`src/rtl/txt_cursor_pkg.sv`:
```
// Shared types for the text cursor block.
// Assumes: mode encoding is fixed by the register layout upstream.
package txt_cursor_pkg;

    // Cursor display mode, as held in the 2-bit mode field
    typedef enum logic [1:0] {
        CUR_STEADY  = 2'b00,
        CUR_OFF     = 2'b01,
        CUR_BLINK16 = 2'b10,
        CUR_BLINK32 = 2'b11
    } cur_mode_e;

endpackage

```
`src/rtl/cur_addr_match.sv`:
```
// Compares the character address with the cursor position formed from
// an upper and a lower register part.
// Assumes: HI_W < ADDR_W; the upper part supplies the most significant bits.
module cur_addr_match #(
    parameter int ADDR_W = 14,
    parameter int HI_W   = 6
) (
    input  logic [ADDR_W-1:0]      char_addr,
    input  logic [HI_W-1:0]        pos_hi,
    input  logic [ADDR_W-HI_W-1:0] pos_lo,
    output logic                   hit
);
    localparam int LO_W = ADDR_W - HI_W;

    logic [ADDR_W-1:0] pos_full;

    // Join the two parts and compare with the current address
    always_comb begin
        pos_full = {pos_hi, pos_lo[LO_W-1:0]};
        hit      = (char_addr == pos_full);
    end
endmodule

```
`src/rtl/cur_line_window.sv`:
```
// Checks that the scan line lies inside the inclusive cursor line window.
// Assumes: an inverted window (first > last) shows nothing.
module cur_line_window #(
    parameter int ROW_W = 5
) (
    input  logic [ROW_W-1:0] scan_line,
    input  logic [ROW_W-1:0] line_first,
    input  logic [ROW_W-1:0] line_last,
    output logic             in_win
);
    // Inclusive range test on both bounds
    always_comb begin
        in_win = (scan_line >= line_first) && (scan_line <= line_last);
    end
endmodule

```
`src/rtl/cur_blink_gen.sv`:
```
// Field counter and mode decode giving the cursor on/off phase.
// Assumes: fld_stb is one cycle wide per field; synchronous active-low reset.
module cur_blink_gen
    import txt_cursor_pkg::*;
#(
    parameter int CNT_W    = 5,
    parameter int FAST_BIT = 3,
    parameter int SLOW_BIT = 4
) (
    input  logic       clk,
    input  logic       rst_n,
    input  logic       fld_stb,
    input  logic [1:0] mode,
    output logic       phase_on
);
    localparam logic [CNT_W-1:0] CNT_ONE = {{(CNT_W-1){1'b0}}, 1'b1};

    logic [CNT_W-1:0] fld_cnt;
    cur_mode_e        mode_e;

    // Advance the field counter once per field strobe, wrapping naturally
    always_ff @(posedge clk) begin
        if (!rst_n)
            fld_cnt <= '0;
        else if (fld_stb)
            fld_cnt <= fld_cnt + CNT_ONE;
    end

    // Pick the visible phase for the selected mode
    always_comb begin
        mode_e = cur_mode_e'(mode);
        case (mode_e)
            CUR_STEADY:  phase_on = 1'b1;
            CUR_OFF:     phase_on = 1'b0;
            CUR_BLINK16: phase_on = fld_cnt[FAST_BIT];
            default:     phase_on = fld_cnt[SLOW_BIT];
        endcase
    end


    cnt_step_chk: assert property (@(posedge clk) disable iff (!rst_n)
        fld_stb |=> (fld_cnt == $past(fld_cnt) + CNT_ONE));


    cnt_hold_chk: assert property (@(posedge clk) disable iff (!rst_n)
        !fld_stb |=> $stable(fld_cnt));


    cnt_reset_chk: assert property (@(posedge clk)
        !rst_n |=> (fld_cnt == '0));
endmodule

```
`src/rtl/txt_cursor_ctl.sv`:
```
// Top of the text cursor block: combines address match, line window,
// blink phase and display enable, and registers the cursor flag so it
// lines up with the registered character address.
// Assumes: inputs are synchronous to clk; reset is synchronous, active low.
module txt_cursor_ctl
    import txt_cursor_pkg::*;
#(
    parameter int ADDR_W = 14,
    parameter int HI_W   = 6,
    parameter int ROW_W  = 5,
    parameter int CNT_W  = 5
) (
    input  logic                   clk,
    input  logic                   rst_n,
    input  logic                   fld_stb,
    input  logic                   disp_en,
    input  logic [ADDR_W-1:0]      char_addr,
    input  logic [ROW_W-1:0]       scan_line,
    input  logic [HI_W-1:0]        pos_hi,
    input  logic [ADDR_W-HI_W-1:0] pos_lo,
    input  logic [ROW_W-1:0]       line_first,
    input  logic [ROW_W-1:0]       line_last,
    input  logic [1:0]             cur_mode,
    output logic                   cur_vis
);
    localparam int FAST_BIT = CNT_W - 2;
    localparam int SLOW_BIT = CNT_W - 1;

    logic addr_hit;
    logic line_ok;
    logic phase_on;
    logic vis_next;

    cur_addr_match #(.ADDR_W(ADDR_W), .HI_W(HI_W)) u_match (
        .char_addr (char_addr),
        .pos_hi    (pos_hi),
        .pos_lo    (pos_lo),
        .hit       (addr_hit)
    );

    cur_line_window #(.ROW_W(ROW_W)) u_win (
        .scan_line  (scan_line),
        .line_first (line_first),
        .line_last  (line_last),
        .in_win     (line_ok)
    );

    cur_blink_gen #(.CNT_W(CNT_W), .FAST_BIT(FAST_BIT), .SLOW_BIT(SLOW_BIT)) u_blink (
        .clk      (clk),
        .rst_n    (rst_n),
        .fld_stb  (fld_stb),
        .mode     (cur_mode),
        .phase_on (phase_on)
    );

    // Combine all conditions for this character
    always_comb begin
        vis_next = disp_en && addr_hit && line_ok && phase_on;
    end

    // Register the flag to match the character address timing
    always_ff @(posedge clk) begin
        if (!rst_n)
            cur_vis <= 1'b0;
        else
            cur_vis <= vis_next;
    end


    de_low_chk: assert property (@(posedge clk) disable iff (!rst_n)
        !disp_en |=> !cur_vis);


    mode_off_chk: assert property (@(posedge clk) disable iff (!rst_n)
        (cur_mode == CUR_OFF) |=> !cur_vis);


    addr_eq_chk: assert property (@(posedge clk) disable iff (!rst_n)
        cur_vis |-> ($past(char_addr) == {$past(pos_hi), $past(pos_lo)}));


    line_range_chk: assert property (@(posedge clk) disable iff (!rst_n)
        cur_vis |-> (($past(scan_line) >= $past(line_first)) &&
                     ($past(scan_line) <= $past(line_last))));


    vis_reset_chk: assert property (@(posedge clk)
        !rst_n |=> !cur_vis);
endmodule

```
`config.mk`:
```
export PLATFORM = sky130hd
export DESIGN_NAME = txt_cursor_ctl
export DESIGN_NICKNAME = d
export VERILOG_FILES = /design/src/rtl/txt_cursor_pkg.sv /design/src/rtl/cur_addr_match.sv /design/src/rtl/cur_line_window.sv /design/src/rtl/cur_blink_gen.sv /design/src/rtl/txt_cursor_ctl.sv
export SDC_FILE = /design/constraint.sdc
export NUM_CORES = 1
export LEC_CHECK = 0
export CAP_MARGIN = 15
export CORE_ASPECT_RATIO = 1.4
export CORE_MARGIN = 1
export CORE_UTILIZATION = 30
export CTS_CLUSTER_DIAMETER = 40
export DETAILED_ROUTE_END_ITERATION = 10
export PLACE_DENSITY = 0.75
export SLEW_MARGIN = 0
export SYNTH_ARGS = -nofsm -noshare
export SYNTH_HDL_FRONTEND = slang
export SYNTH_SLANG_ARGS = --single-unit
```
`constraint.sdc`:
```
create_clock -name clk -period 1.4 [get_ports clk]
set_input_delay 0.42 -clock clk [delete_from_list [all_inputs] [get_ports clk]]
set_output_delay 0.42 -clock clk [all_outputs]
set_load 0.05 [all_outputs]
```
==> Implementation_results.wiki <==
{| class="wikitable"
! Metric !! Value
|-
| Total setup violations reported at the end of the flow || 0
|-
| Portion of total power attributed to sequential cells || 0.292
|-
| Die width || about 42 um
|-
| Sequential cell area fraction in the yosys report || 0.1808
|-
| Count of port buffers added during placement || approximately 50
|-
| Cells taking the most area after synthesis || sky130_fd_sc_hd__ha_1 21%, sky130_fd_sc_hd__xor2_1 20%, sky130_fd_sc_hd__dfxtp_1 18%
|-
| Leading area contributor after synthesis || sky130_fd_sc_hd__ha_1
|-
| Count of final max-slew check failures || 0
|-
| Via count of the first global-routing pass || ~790
|-
| Largest fanout on the critical path || 1
|-
| Post-Synthesis Cell Area || ~660 um^2
|-
| Maximum vdd drop || roughly 0.00025 V
|-
| Maximum clock skew at final layout || 0.001244 ns
|-
| Result of the run || complete, no violations
|-
| Worst-Skew Late Latency || 0.25 ns
|-
| Worst hold path class || reg -> reg
|-
| Endpoint class of the critical path || flop
|-
| Reg clk slew, reported paths || around 0.040 ns
|-
| Number of vias after detailed routing || ~740
|-
| NetSw || between 150 and 200 uW
|-
| Share of total power in the clock network || 0.254
|-
| Sequential cell area || 120.1 um^2
|-
| Number of remaining DRC errors || 0
|-
| Pin count of the biggest net entering global routing || 6
|-
| Crit path time final || ~1.4 ns
|-
| Total power after layout || approximately 630 uW
|-
| Actual slew at the worst max-slew pin || between 0.2 and 0.3 ns
|-
| Number of warning messages in the yosys log || 0
|-
| Cell internal power dissipation || between 400 and 500 uW
|-
| Wire length after detailed routing || about 1900 um
|-
| Setup fix buffers added after clock tree synthesis || 0
|-
| Synthesized flop and latch total || 6
|-
| Mapped Nets || about 140
|-
| Die height || roughly 58 um
|-
| Antenna violations before repair || 0
|-
| Data arrival time at the worst-slack endpoint || 1.55 ns
|-
| Combinational share of power || 0.454
|-
| Pwr dens || roughly 490 nW/um^2
|-
| Final hold violations || 0
|-
| Max Cap Viol || 0
|-
| FILL cells || 200
|-
| Clock Sink Count || 6
|-
| TritonCTS clock tree || done
|-
| Crit Path Class || in -> reg
|-
| Global-route wire length before repair || 3091 um
|-
| Number of inserted diodes || 0
|-
| All-Layer GR Usage || 0.1665
|-
| Root Driver || sky130_fd_sc_hd__clkbuf_4
|-
| Switching Fraction || 0.2947
|-
| Area inside the core boundary || about 2000 um^2
|-
| Number of detailed-route iterations in the first pass || 2
|-
| Layout cell share with drive strength beyond 1 || 0.4135
|-
| Hold-fix buffers at CTS || 0
|-
| Syn-to-layout area delta || 90.58%
|-
| Share of the synthesized area in the top cell type || 0.2072
|-
| Synth cell types || 22
|-
| Count of nets after finishing || 195
|-
| Synthesized instance count || 76
|-
| Global-route congestion overflow total || 0
|-
| Number of buffers inserted during clock tree synthesis || 3
|-
| Half-perimeter wire length after placement || between 1000 and 1500 um
|-
| LEAKAGE || 0.6254 nW
|-
| Data required time of the worst path || approximately 1.6 ns
|-
| Avg Vias per Cell || about 4.8
|-
| Setup repair after global routing missed its margin || yes
|-
| Number of top-level pins || 50
|-
| Starting Density || 0.3288
|-
| Average size of a mapped cell || roughly 8.7 um^2
|-
| Final weighted congestion in routability-driven placement || slightly below 0.7
|-
| CP startpoint kind || input port
|-
| Floorplan die area || around 2400 um^2
|-
| Drt initial violations || 1
|-
| Htree depth || 1
|-
| Total area of multi-input combinational cells || around 620 um^2
|-
| Maximum buffer depth of the clock tree || 2
|-
| Count of nets left with antenna violations after detail routing || 0
|-
| Normalized max-slew margin || 0.8175
|-
| Fin crit share || 0.9716
|-
| Core occupancy in the finished layout || 0.6266
|-
| Post-DR wirelength/cell || 12.15 um
|-
| Achievable clock frequency || roughly 0.74 GHz
|-
| Num rows || 19
|}
[cell usage after synthesis]
cell	instances
sky130_fd_sc_hd__nor4_2	3
sky130_fd_sc_hd__inv_1	11
sky130_fd_sc_hd__o22ai_1	1
sky130_fd_sc_hd__nand2b_1	1
sky130_fd_sc_hd__a21oi_1	2
sky130_fd_sc_hd__nor2_1	2
sky130_fd_sc_hd__a2111oi_2	1
sky130_fd_sc_hd__xor2_1	15
sky130_fd_sc_hd__mux2i_1	1
sky130_fd_sc_hd__and2_1	4
sky130_fd_sc_hd__nor2b_1	1
sky130_fd_sc_hd__nor3_1	1
sky130_fd_sc_hd__ha_1	11
sky130_fd_sc_hd__nand3_1	1
sky130_fd_sc_hd__dfxtp_1	6
sky130_fd_sc_hd__o21ai_0	3
sky130_fd_sc_hd__xnor2_1	3
sky130_fd_sc_hd__nand2_1	3
sky130_fd_sc_hd__nand4_1	3
sky130_fd_sc_hd__o311a_1	1
sky130_fd_sc_hd__a21boi_0	1
sky130_fd_sc_hd__o221a_1	1
[final timing paths]
check | endpoint | slack (ns) | cells past startpoint | start
worst max-delay path | cur_vis | 0.04 | 6 | pos_hi[5]
worst min-delay path | cur_vis | 0.60 | 3 | u_blink.fld_cnt[4]
worst max register to register | cur_vis | 0.24 | 4 | u_blink.fld_cnt[3]
worst min register to register | cur_vis | 0.60 | 3 | u_blink.fld_cnt[4]
[power by group through the flow]
stage | Sequential [mW] | Combinational, mW | Clock [mW]
2_1_floorplan | 0.185 | 0.0973 | 0
3_3_place_gp | 0.186 | 0.266 | 0
3_5_place_dp | 0.186 | 0.273 | 0
4_1_cts | 0.183 | 0.249 | 0.165
6_report | 0.183 | 0.284 | 0.159
5_1_grt | 0.184 | 0.318 | 0.177
[cells by family after synthesis]
| group | after synthesis | share of synthesized area |
|---|---|---|
| buffers and inverters | 11 | 0.06215 |
| flip-flops | 6 | 0.1808 |
| adder cells (fa/ha/maj) | 11 | 0.2072 |
| AND/OR/NAND/NOR | 19 | 0.1846 |
| XOR/XNOR | 18 | 0.2373 |
| AO/OA/AOI/OAI | 10 | 0.1130 |
| multiplexers | 1 | 0.01507 |
[critical path, stage by stage]
cell,delay (ns)
sky130_fd_sc_hd__buf_6,0.10
sky130_fd_sc_hd__xor2_2,0.16
sky130_fd_sc_hd__nor4_2,0.29
sky130_fd_sc_hd__nand4_1,0.14
sky130_fd_sc_hd__a2111oi_2,0.23
sky130_fd_sc_hd__o221a_1,0.22
[sequential cells by signal, summed over array words and instances (netlist names)]
name             cells
u_blink.fld_cnt      5
cur_vis              1
[metrics by stage]
step,TNS [ns],instance area (um^2),hold WS (ns),cells,setup slack [ns]
3_3_place_gp,-0.7626,1229,0.5287,151,-0.5292
4_1_cts,-0.04553,1197,0.5542,154,-0.04553
3_5_place_dp,-0.7792,1229,0.5465,151,-0.5611
6_report,0,1266,0.6044,154,0.03977
2_1_floorplan,-0.002373,664.4,0.5095,76,-0.002373
5_1_grt,-0.03224,1266,0.6302,154,-0.03224
[area by class of cell]
class,instances,share of cell area
Multi-Input combinational cell,59,0.4901
Clock buffer,3,0.01779
Inverter,11,0.03261
Timing Repair Buffer,54,0.3439
Sequential cell,6,0.09486
Tap cell,21,0.02075
[repair_timing]
action	4_1_cts	5_1_grt
endpoints found under the setup margin	1	1
pin swaps	28	16
resized for setup	93	29
endpoints found under the hold margin	0	0
[per-layer routing]
| metal | global-route usage | part of all wire | up-vias |
|---|---|---|---|
| li1 | - | - | 374 |
| met1 | 0.1676 | 0.32 | 333 |
| met2 | 0.3192 | 0.61 | 30 |
| met3 | 0.03427 | 0.053 | 5 |
| met4 | 0.07834 | 0.021 | 0 |
| met5 | 0 | 0 | - |
[cell usage in the layout (no fill, tap or decap), drive strengths merged, types with 2 or more instances in the layout]
cell           synthesis  routed
nand2                  3       3
dfxtp                  6       6
dlymetal6s2s           0       4
clkbuf                 0       9
xnor2                  3       3
ha                    11      11
buf                    0      23
clkdlybuf4s15          0       3
nand4                  3       3
xor2                  15      15
clkdlybuf4s50          0       5
a21oi                  2       2
and2                   4       4
nor4                   3       3
dlygate4sd2            0      13
o21ai                  3       3
nor2                   2       2
inv                   11      11
(Power assumes the default switching activity.)
